$ cat src/rtl/burst_seq_pkg.sv
package burst_seq_pkg;

    localparam int BEAT_W = 2;

    typedef logic [BEAT_W-1:0] beat_t;

    typedef enum logic {
        ORDER_LINEAR      = 1'b0,
        ORDER_INTERLEAVED = 1'b1
    } order_e;

    typedef enum logic [1:0] {
        ACT_HOLD = 2'd0,
        ACT_STEP = 2'd1,
        ACT_LOAD = 2'd2
    } action_e;

    function automatic action_e pick_action(input logic s_a, input logic s_b, input logic step);
        if (s_a || s_b) begin
            return ACT_LOAD;
        end else if (step) begin
            return ACT_STEP;
        end
        return ACT_HOLD;
    endfunction

    function automatic beat_t low_bits(input beat_t start, input beat_t cnt, input order_e ord);
        beat_t r;
        if (ord == ORDER_INTERLEAVED) begin
            r = start ^ cnt;
        end else begin
            r = start + cnt;
        end
        return r;
    endfunction

endpackage

$ cat src/rtl/bseq_ctrl.sv
module bseq_ctrl
    import burst_seq_pkg::*;
(
    input  logic    strobe_a,
    input  logic    strobe_b,
    input  logic    step,
    output action_e act
);
    always_comb begin
        act = pick_action(strobe_a, strobe_b, step);
    end
endmodule

$ cat src/rtl/bseq_state.sv
module bseq_state
    import burst_seq_pkg::*;
#(
    parameter int ADDR_W = 18
) (
    input  logic              clk,
    input  logic              rst,
    input  action_e           act,
    input  logic [ADDR_W-1:0] load_addr,
    output logic [ADDR_W-BEAT_W-1:0] upper_q,
    output beat_t             start_q,
    output beat_t             beat_q
);
    localparam int UPPER_W = ADDR_W - BEAT_W;

    typedef struct packed {
        logic [UPPER_W-1:0] upper;
        beat_t              start;
        beat_t              cnt;
    } burst_state_t;

    burst_state_t cur, nxt;

    always_comb begin
        nxt = cur;
        unique case (act)
            ACT_LOAD: begin
                nxt.upper = load_addr[ADDR_W-1:BEAT_W];
                nxt.start = load_addr[BEAT_W-1:0];
                nxt.cnt   = '0;
            end
            ACT_STEP: nxt.cnt = cur.cnt + beat_t'(1);
            default:  nxt = cur;
        endcase
    end

    always_ff @(posedge clk) begin
        if (rst) begin
            cur <= '0;
        end else begin
            cur <= nxt;
        end
    end

    assign upper_q = cur.upper;
    assign start_q = cur.start;
    assign beat_q  = cur.cnt;
endmodule

$ cat src/rtl/bseq_map.sv
module bseq_map
    import burst_seq_pkg::*;
#(
    parameter int ADDR_W = 18
) (
    input  logic [ADDR_W-BEAT_W-1:0] upper,
    input  beat_t                    start,
    input  beat_t                    cnt,
    input  logic                     order_sel,
    output logic [ADDR_W-1:0]        addr
);
    beat_t lo;

    always_comb begin
        lo   = low_bits(start, cnt, order_e'(order_sel));
        addr = {upper, lo};
    end
endmodule

$ cat src/rtl/burst_addr_seq.sv
module burst_addr_seq
    import burst_seq_pkg::*;
#(
    parameter int ADDR_W = 18
) (
    input  logic              clk,
    input  logic              rst,
    input  logic              strobe_cpu,
    input  logic              strobe_ctl,
    input  logic              adv,
    input  logic              order_il,
    input  logic [ADDR_W-1:0] addr_in,
    output logic [ADDR_W-1:0] addr_out,
    output logic [1:0]        beat
);
    localparam int UPPER_W = ADDR_W - BEAT_W;

    action_e            act;
    logic [UPPER_W-1:0] upper_q;
    beat_t              start_q;
    beat_t              beat_q;

    bseq_ctrl u_ctrl (
        .strobe_a (strobe_cpu),
        .strobe_b (strobe_ctl),
        .step     (adv),
        .act      (act)
    );

    bseq_state #(.ADDR_W(ADDR_W)) u_state (
        .clk       (clk),
        .rst       (rst),
        .act       (act),
        .load_addr (addr_in),
        .upper_q   (upper_q),
        .start_q   (start_q),
        .beat_q    (beat_q)
    );

    bseq_map #(.ADDR_W(ADDR_W)) u_map (
        .upper     (upper_q),
        .start     (start_q),
        .cnt       (beat_q),
        .order_sel (order_il),
        .addr      (addr_out)
    );

    assign beat = beat_q;
endmodule

$ cat config.mk
export PLATFORM = sky130hd
export DESIGN_NAME = burst_addr_seq
export DESIGN_NICKNAME = d
export VERILOG_FILES = /design/src/rtl/burst_seq_pkg.sv /design/src/rtl/bseq_ctrl.sv /design/src/rtl/bseq_state.sv /design/src/rtl/bseq_map.sv /design/src/rtl/burst_addr_seq.sv
export SDC_FILE = /design/constraint.sdc
export NUM_CORES = 1
export LEC_CHECK = 0
export BUFFER_PORTS_ARGS = -buffer_cell sky130_fd_sc_hd__clkbuf_2
export CAP_MARGIN = 30
export CORE_MARGIN = 4
export CORE_UTILIZATION = 48
export CTS_CLUSTER_SIZE = 14
export DETAILED_ROUTE_END_ITERATION = 12
export PLACE_DENSITY = 0.86
export SLEW_MARGIN = 20
export SYNTH_ARGS = -nofsm -noshare
export SYNTH_HDL_FRONTEND = slang
export SYNTH_HIERARCHICAL = 1
export SYNTH_SLANG_ARGS = --single-unit
$ cat constraint.sdc
create_clock -name clk -period 3.1 [get_ports clk]
set_clock_uncertainty 0.15 [all_clocks]
set_input_delay 0.62 -clock clk [delete_from_list [all_inputs] [get_ports clk]]
set_output_delay 0.62 -clock clk [all_outputs]
set_load 0.01 [all_outputs]
==> impl_metrics.toml, run 1 <==
[status]
status = "finished clean"

[critical_path]
cp_max_fo = 5
cp.arrival_ns = 1.29
worst_ep_required_time_ns = 2.33
crit_type = "flop to output port"
r2r_cells = 3
worst_setup_path_start_kind = "flop"
endpoint_kind = "output port"

[pwr]
leakage_uw = 0.000598
power.density_nw_per_um2 = 482
peakVddDrop_v = 0.000230

[cells_and_area]
final_cells = 146
num_antenna_cells = 0
final_nets = 149
drive_gt1_share_pct = 39.7
utilization_pct = 59.4
final_common_cell = "clkbuf_2"
mostFrequentLayoutCells = "clkbuf_2, nor2_1, dfxtp_1, mux2i_1"
fillers = 164
regArea_um2 = 400
multiInputGateArea_um2 = 362
syn_to_final_growth_pct = 14.2

[floorplanning]
die_y_um = 52.0
io_pins = 44
core_um2 = 1780
start_util_pct = 52.1
die_w_um = 52.0
num_rows = 15
die-area_um2 = 2700

[clock_tree]
cts_buffers = 3
cts_resized = 0
clk-insertion-delay-late_ns = 0.29
cts_setup_buffers = 0
clk_path_buf_depth = 2
clkTransAtPathRegs_ns = 0.10
cts.sinks = 20
cts_tree = "done"
hold_buffers = 0
h-tree-depth = 1
cts_root_buf = "clkbuf_4"

[sta]
hold_violations = 0
max_freq_mhz = 485
setup_violations = 0
post-route-period-util_pct = 66.6
worst_pin_slew_ns = 0.382
setup_tns_ns = 0
slew_violations = 0
period_needed_ns = 2.06
rsz0062_at_grt = "no"
relSlewSlack_pct = 74.5

[run]
cap_violations = 0

[placement]
place_congestion = 0.633
io_buffers = 43
hpwl_mm = 1.28
dp.cells = 142

[routing]
wl_per_cell_um = 10.9
drt-total-wl_mm = 1.59
vias = 660
drt_iter0_drc = 3
via_per_inst = 4.52
antenna_left = 0
dr.pass1.iters = 3
drc_errors = 0

[min_path]
hold_depth = 2
hold_class = "flop to flop"

[synth]
yosysSeqAreaShare_pct = 43.1
ys.warnings.count = 6
syn-cell-area_um2 = 928
synth.avg_cell_area_um2 = 9.98
synth_fp_nets = 120
synthCells = 93
synth.distinct_cells = 16
ys_ff_latch = 20

[global_routing]
grt_pass1_vias = 617
antenna_found_initial = 0
grt_max_degree = 21
grt_pass1_wl_mm = 2.66
overflow = 0
grt_use_total_pct = 13.5
## critical path: stages, from the launching register on
cell and delay, ns:
dfxtp_1 0.41, ha_1 0.16, nor2b_1 0.14, xnor2_1 0.13, clkbuf_2 0.16
## sequential cells by signal, indices dropped and copies added (netlist names)
register,count
u_state/upper_q,16
u_state/beat_q,2
u_state/start_q,2
## stage by stage
step / hold WS, ns / instance area [µm²] / setup slack [ns] / total power (µW)
final: 0.353 / 1060 / 1.04 / 511
after global routing: 0.391 / 1060 / 0.908 / 542
after CTS: 0.360 / 1060 / 1.01 / 519
after detailed placement: 0.333 / 1020 / 1.09 / 373
after global placement: 0.323 / 1020 / 1.15 / 369
after floorplan: 0.312 / 928 / 1.24 / 361
## layout make-up
class                      instances  area share [%]
tap                               25            2.95
inverter                           2           0.708
clock buffer                       4            3.42
timing repair buffer              44            21.0
multi-input combinational         51            34.1
sequential                        20            37.8
## cells in the mapped netlist (all sizes together)
| library cell | number | area [µm²] |
|---|---|---|
| a21oi | 1 | 5.00 |
| buf | 18 | 151 |
| clkbuf | 2 | 7.51 |
| dfxtp | 20 | 400 |
| ha | 3 | 37.5 |
| inv | 2 | 7.51 |
| mux2i | 19 | 190 |
| nand3 | 1 | 5.00 |
| nor2 | 20 | 75.1 |
| nor2b | 2 | 12.5 |
| nor3b | 1 | 7.51 |
| o21ai | 1 | 5.00 |
| or2 | 1 | 6.26 |
| xnor2 | 2 | 17.5 |
## worst paths after layout
kind	from	to	slack, ns
setup / recovery	u_state/beat_q[0]	addr_out[1]	1.04
hold / removal	u_state/upper_q[1]	u_state/upper_q[1]	0.35
setup reg to reg	u_state/beat_q[0]	u_state/beat_q[1]	2.10
hold reg to reg	u_state/upper_q[1]	u_state/upper_q[1]	0.35
## kinds of logic (layout without fill, tap and decap cells)
| family | count (synthesis) | in the layout | synth area share (%) |
|---|---|---|---|
| flops | 20 | 20 | 43.1 |
| compound gates | 2 | 2 | 1.08 |
| xor+xnor | 2 | 2 | 1.89 |
| mux | 19 | 19 | 20.5 |
| fa+ha+maj | 3 | 3 | 4.04 |
| simple gates | 25 | 25 | 11.5 |
| buf+inv | 22 | 50 | 17.9 |
## power by group
part / switching (µW) / internal (µW) / total [µW]
Combinational: 41.6 / 42.7 / 84.3
Sequential: 8.00 / 273 / 281
Clock: 73.3 / 71.5 / 145
## metal layers
layer | wire length [µm] | global-route usage (%) | part of all wire [%] | vias up
met1 | 594 | 13.2 | 37 | 293
met2 | 838 | 24.9 | 53 | 23
met5 | 0 | 0 | 0 | -
li1 | - | - | - | 340
met3 | 109 | 1.72 | 6.9 | 4
met4 | 42 | 10.5 | 2.6 | 0
Power figures use the tool's default switching activity.
==> inputs of run 2 (changes only) <==
Settings changed: CORE_UTILIZATION 48 to 44, PLACE_DENSITY 0.86 to 0.8.
Clock period 3.1 ns to 1.9 ns, I/O delays scaled along.
==> run 2 against run 1 <==
Compared with the run above: utilization is 5.8 points lower; die area is 7.7% higher; hold slack worse by 0.18 ns; final cell count is 0.68% higher; critical path depth stayed put; clock power is 30% higher; clock-buffer cell count is 1 lower; worst setup slack worse by 0.90 ns; sequential cell count stayed put; global-route usage is 2.5 points lower; register-to-register slack worse by 1.2 ns; total power is 55% higher.
==> impl_metrics.toml, run 2 (same netlist as run 1, synthesis figures left out) <==
[cells_and_area]
num_antenna_cells = 0
final_nets = 149
drive_gt1_share_pct = 40.0
final_common_cell = "clkbuf_2"
finalInstanceArea_um2 = 1060
mostFrequentLayoutCells = "clkbuf_2, nor2_1, mux2i_1, dfxtp_1"
largest_reg_flops = 16
fillers = 195
syn_to_final_growth_pct = 14.4
final_cells = 147
utilization_pct = 53.6

[critical_path]
cp_max_fo = 5
rr_startpoint = "u_state/beat_q[0]"
endpoint_kind = "output port"
r2r_setup_slack_ns = 0.94
crit_cells = 4
worst_setup_path_start_kind = "flop"
worst_ep_required_time_ns = 1.37
critPathBufInv = 1
crit_type = "flop to output port"
r2r_cells = 3
crit_family = "flip-flops"
cp.arrival_ns = 1.23
cpMaxStageDelayCell = "dfxtp_2"
regToRegEndpoint = "u_state/beat_q[1]"
worstPathCellList = "ha_1 > nor2b_1 > xnor2_1 > clkbuf_2"
slowest_delay_ns = 0.38

[pwr]
power.density_nw_per_um2 = 743
peakVddDrop_v = 0.000342
leakage_uw = 0.000597

[run]
cap_violations = 0

[routing]
drt_iter0_drc = 6
dr.pass1.iters = 4
antenna_left = 0
drc_errors = 0
via_per_inst = 4.44
wl_per_cell_um = 10.4
drt-total-wl_mm = 1.53
vias = 653

[global_routing]
antenna_found_initial = 0
overflow = 0
grt_use_total_pct = 11.0
grt_pass1_vias = 590
grt_pass1_wl_mm = 2.27
grt_max_degree = 21

[clock_tree]
cts.sinks = 20
cts_buffers = 3
cts_root_buf = "clkbuf_4"
clk_path_buf_depth = 2
h-tree-depth = 1
clk-insertion-delay-late_ns = 0.29
clkTransAtPathRegs_ns = 0.10
hold_buffers = 0
cts_tree = "done"
cts_setup_buffers = 0

[min_path]
hold_class = "primary input to flop"
min_to = "u_state/upper_q[13]"
hold_depth = 3
worstHoldStart = "addr_in[15]"

[sta]
worst_pin_slew_ns = 0.378
post-route-period-util_pct = 92.6
setup_violations = 0
period_needed_ns = 1.76
rsz0062_at_grt = "no"
max_freq_mhz = 568
hold_violations = 0
slew_violations = 0
relSlewSlack_pct = 74.8
holdWs_ns = 0.171
setup_tns_ns = 0

[floorplanning]
die_y_um = 53.9
start_util_pct = 46.8
die-area_um2 = 2910
die_w_um = 53.9
num_rows = 16
io_pins = 44
core_um2 = 1980

[placement]
place_congestion = 0.636
io_buffers = 43
dpl_cell_area_um2 = 1040
dp.cells = 144

[status]
status = "finished clean"
## run 2: worst max-delay path by stage
stage / from / to
5_1_grt: u_state/beat_q[0] / addr_out[1]
3_5_place_dp: strobe_ctl / u_state/upper_q[1]
4_1_cts: u_state/beat_q[0] / addr_out[1]
3_3_place_gp: strobe_ctl / u_state/upper_q[4]
6_report: u_state/beat_q[0] / addr_out[1]
2_1_floorplan: strobe_ctl / u_state/upper_q[10]
## run 2: layer usage
metal | vias to the layer above | GRT usage (%) | part of all wire [%]
met5 | - | 0 | 0
met4 | 0 | 6.38 | 0
met3 | 0 | 3.88 | 12
met2 | 30 | 17.5 | 45
met1 | 281 | 12.6 | 43
li1 | 342 | - | -
## run 2: stage by stage
stage | worst slack, ns | total power (µW)
3_5_place_dp | 0.174 | 613
4_1_cts | 0.0498 | 807
5_1_grt | 0.0472 | 840
6_report | 0.140 | 789
2_1_floorplan | 0.281 | 588
3_3_place_gp | 0.232 | 609
## run 2: what timing repair did
item,in CTS,in global routing
setup endpoints to repair,0,1
endpoints found under the hold margin,0,0
gates resized for setup,0,1
## run 2: power by group
group	internal, µW	switching (µW)	total (µW)	leakage, µW
Sequential	446	13.4	459	0.000166
Clock	73.6	114	188	0.0000138
Combinational	74.0	68.0	142	0.000417
Total	594	196	789	0.000597
## run 2: layout make-up
| type | count | area, µm² | area share, % |
|---|---|---|---|
| Sequential cell | 20 | 402 | 37.8 |
| Multi-Input combinational cell | 51 | 362 | 34.0 |
| Timing Repair Buffer | 44 | 235 | 22.1 |
| Tap cell | 27 | 33.8 | 3.18 |
| Clock buffer | 3 | 22.5 | 2.12 |
| Inverter | 2 | 7.51 | 0.707 |
## run 2: worst register-to-register path, cell delays in order (launching register included)
cell	delay [ns]
dfxtp_2	0.36
nor2b_1	0.16
o21ai_0	0.09
a21oi_1	0.14
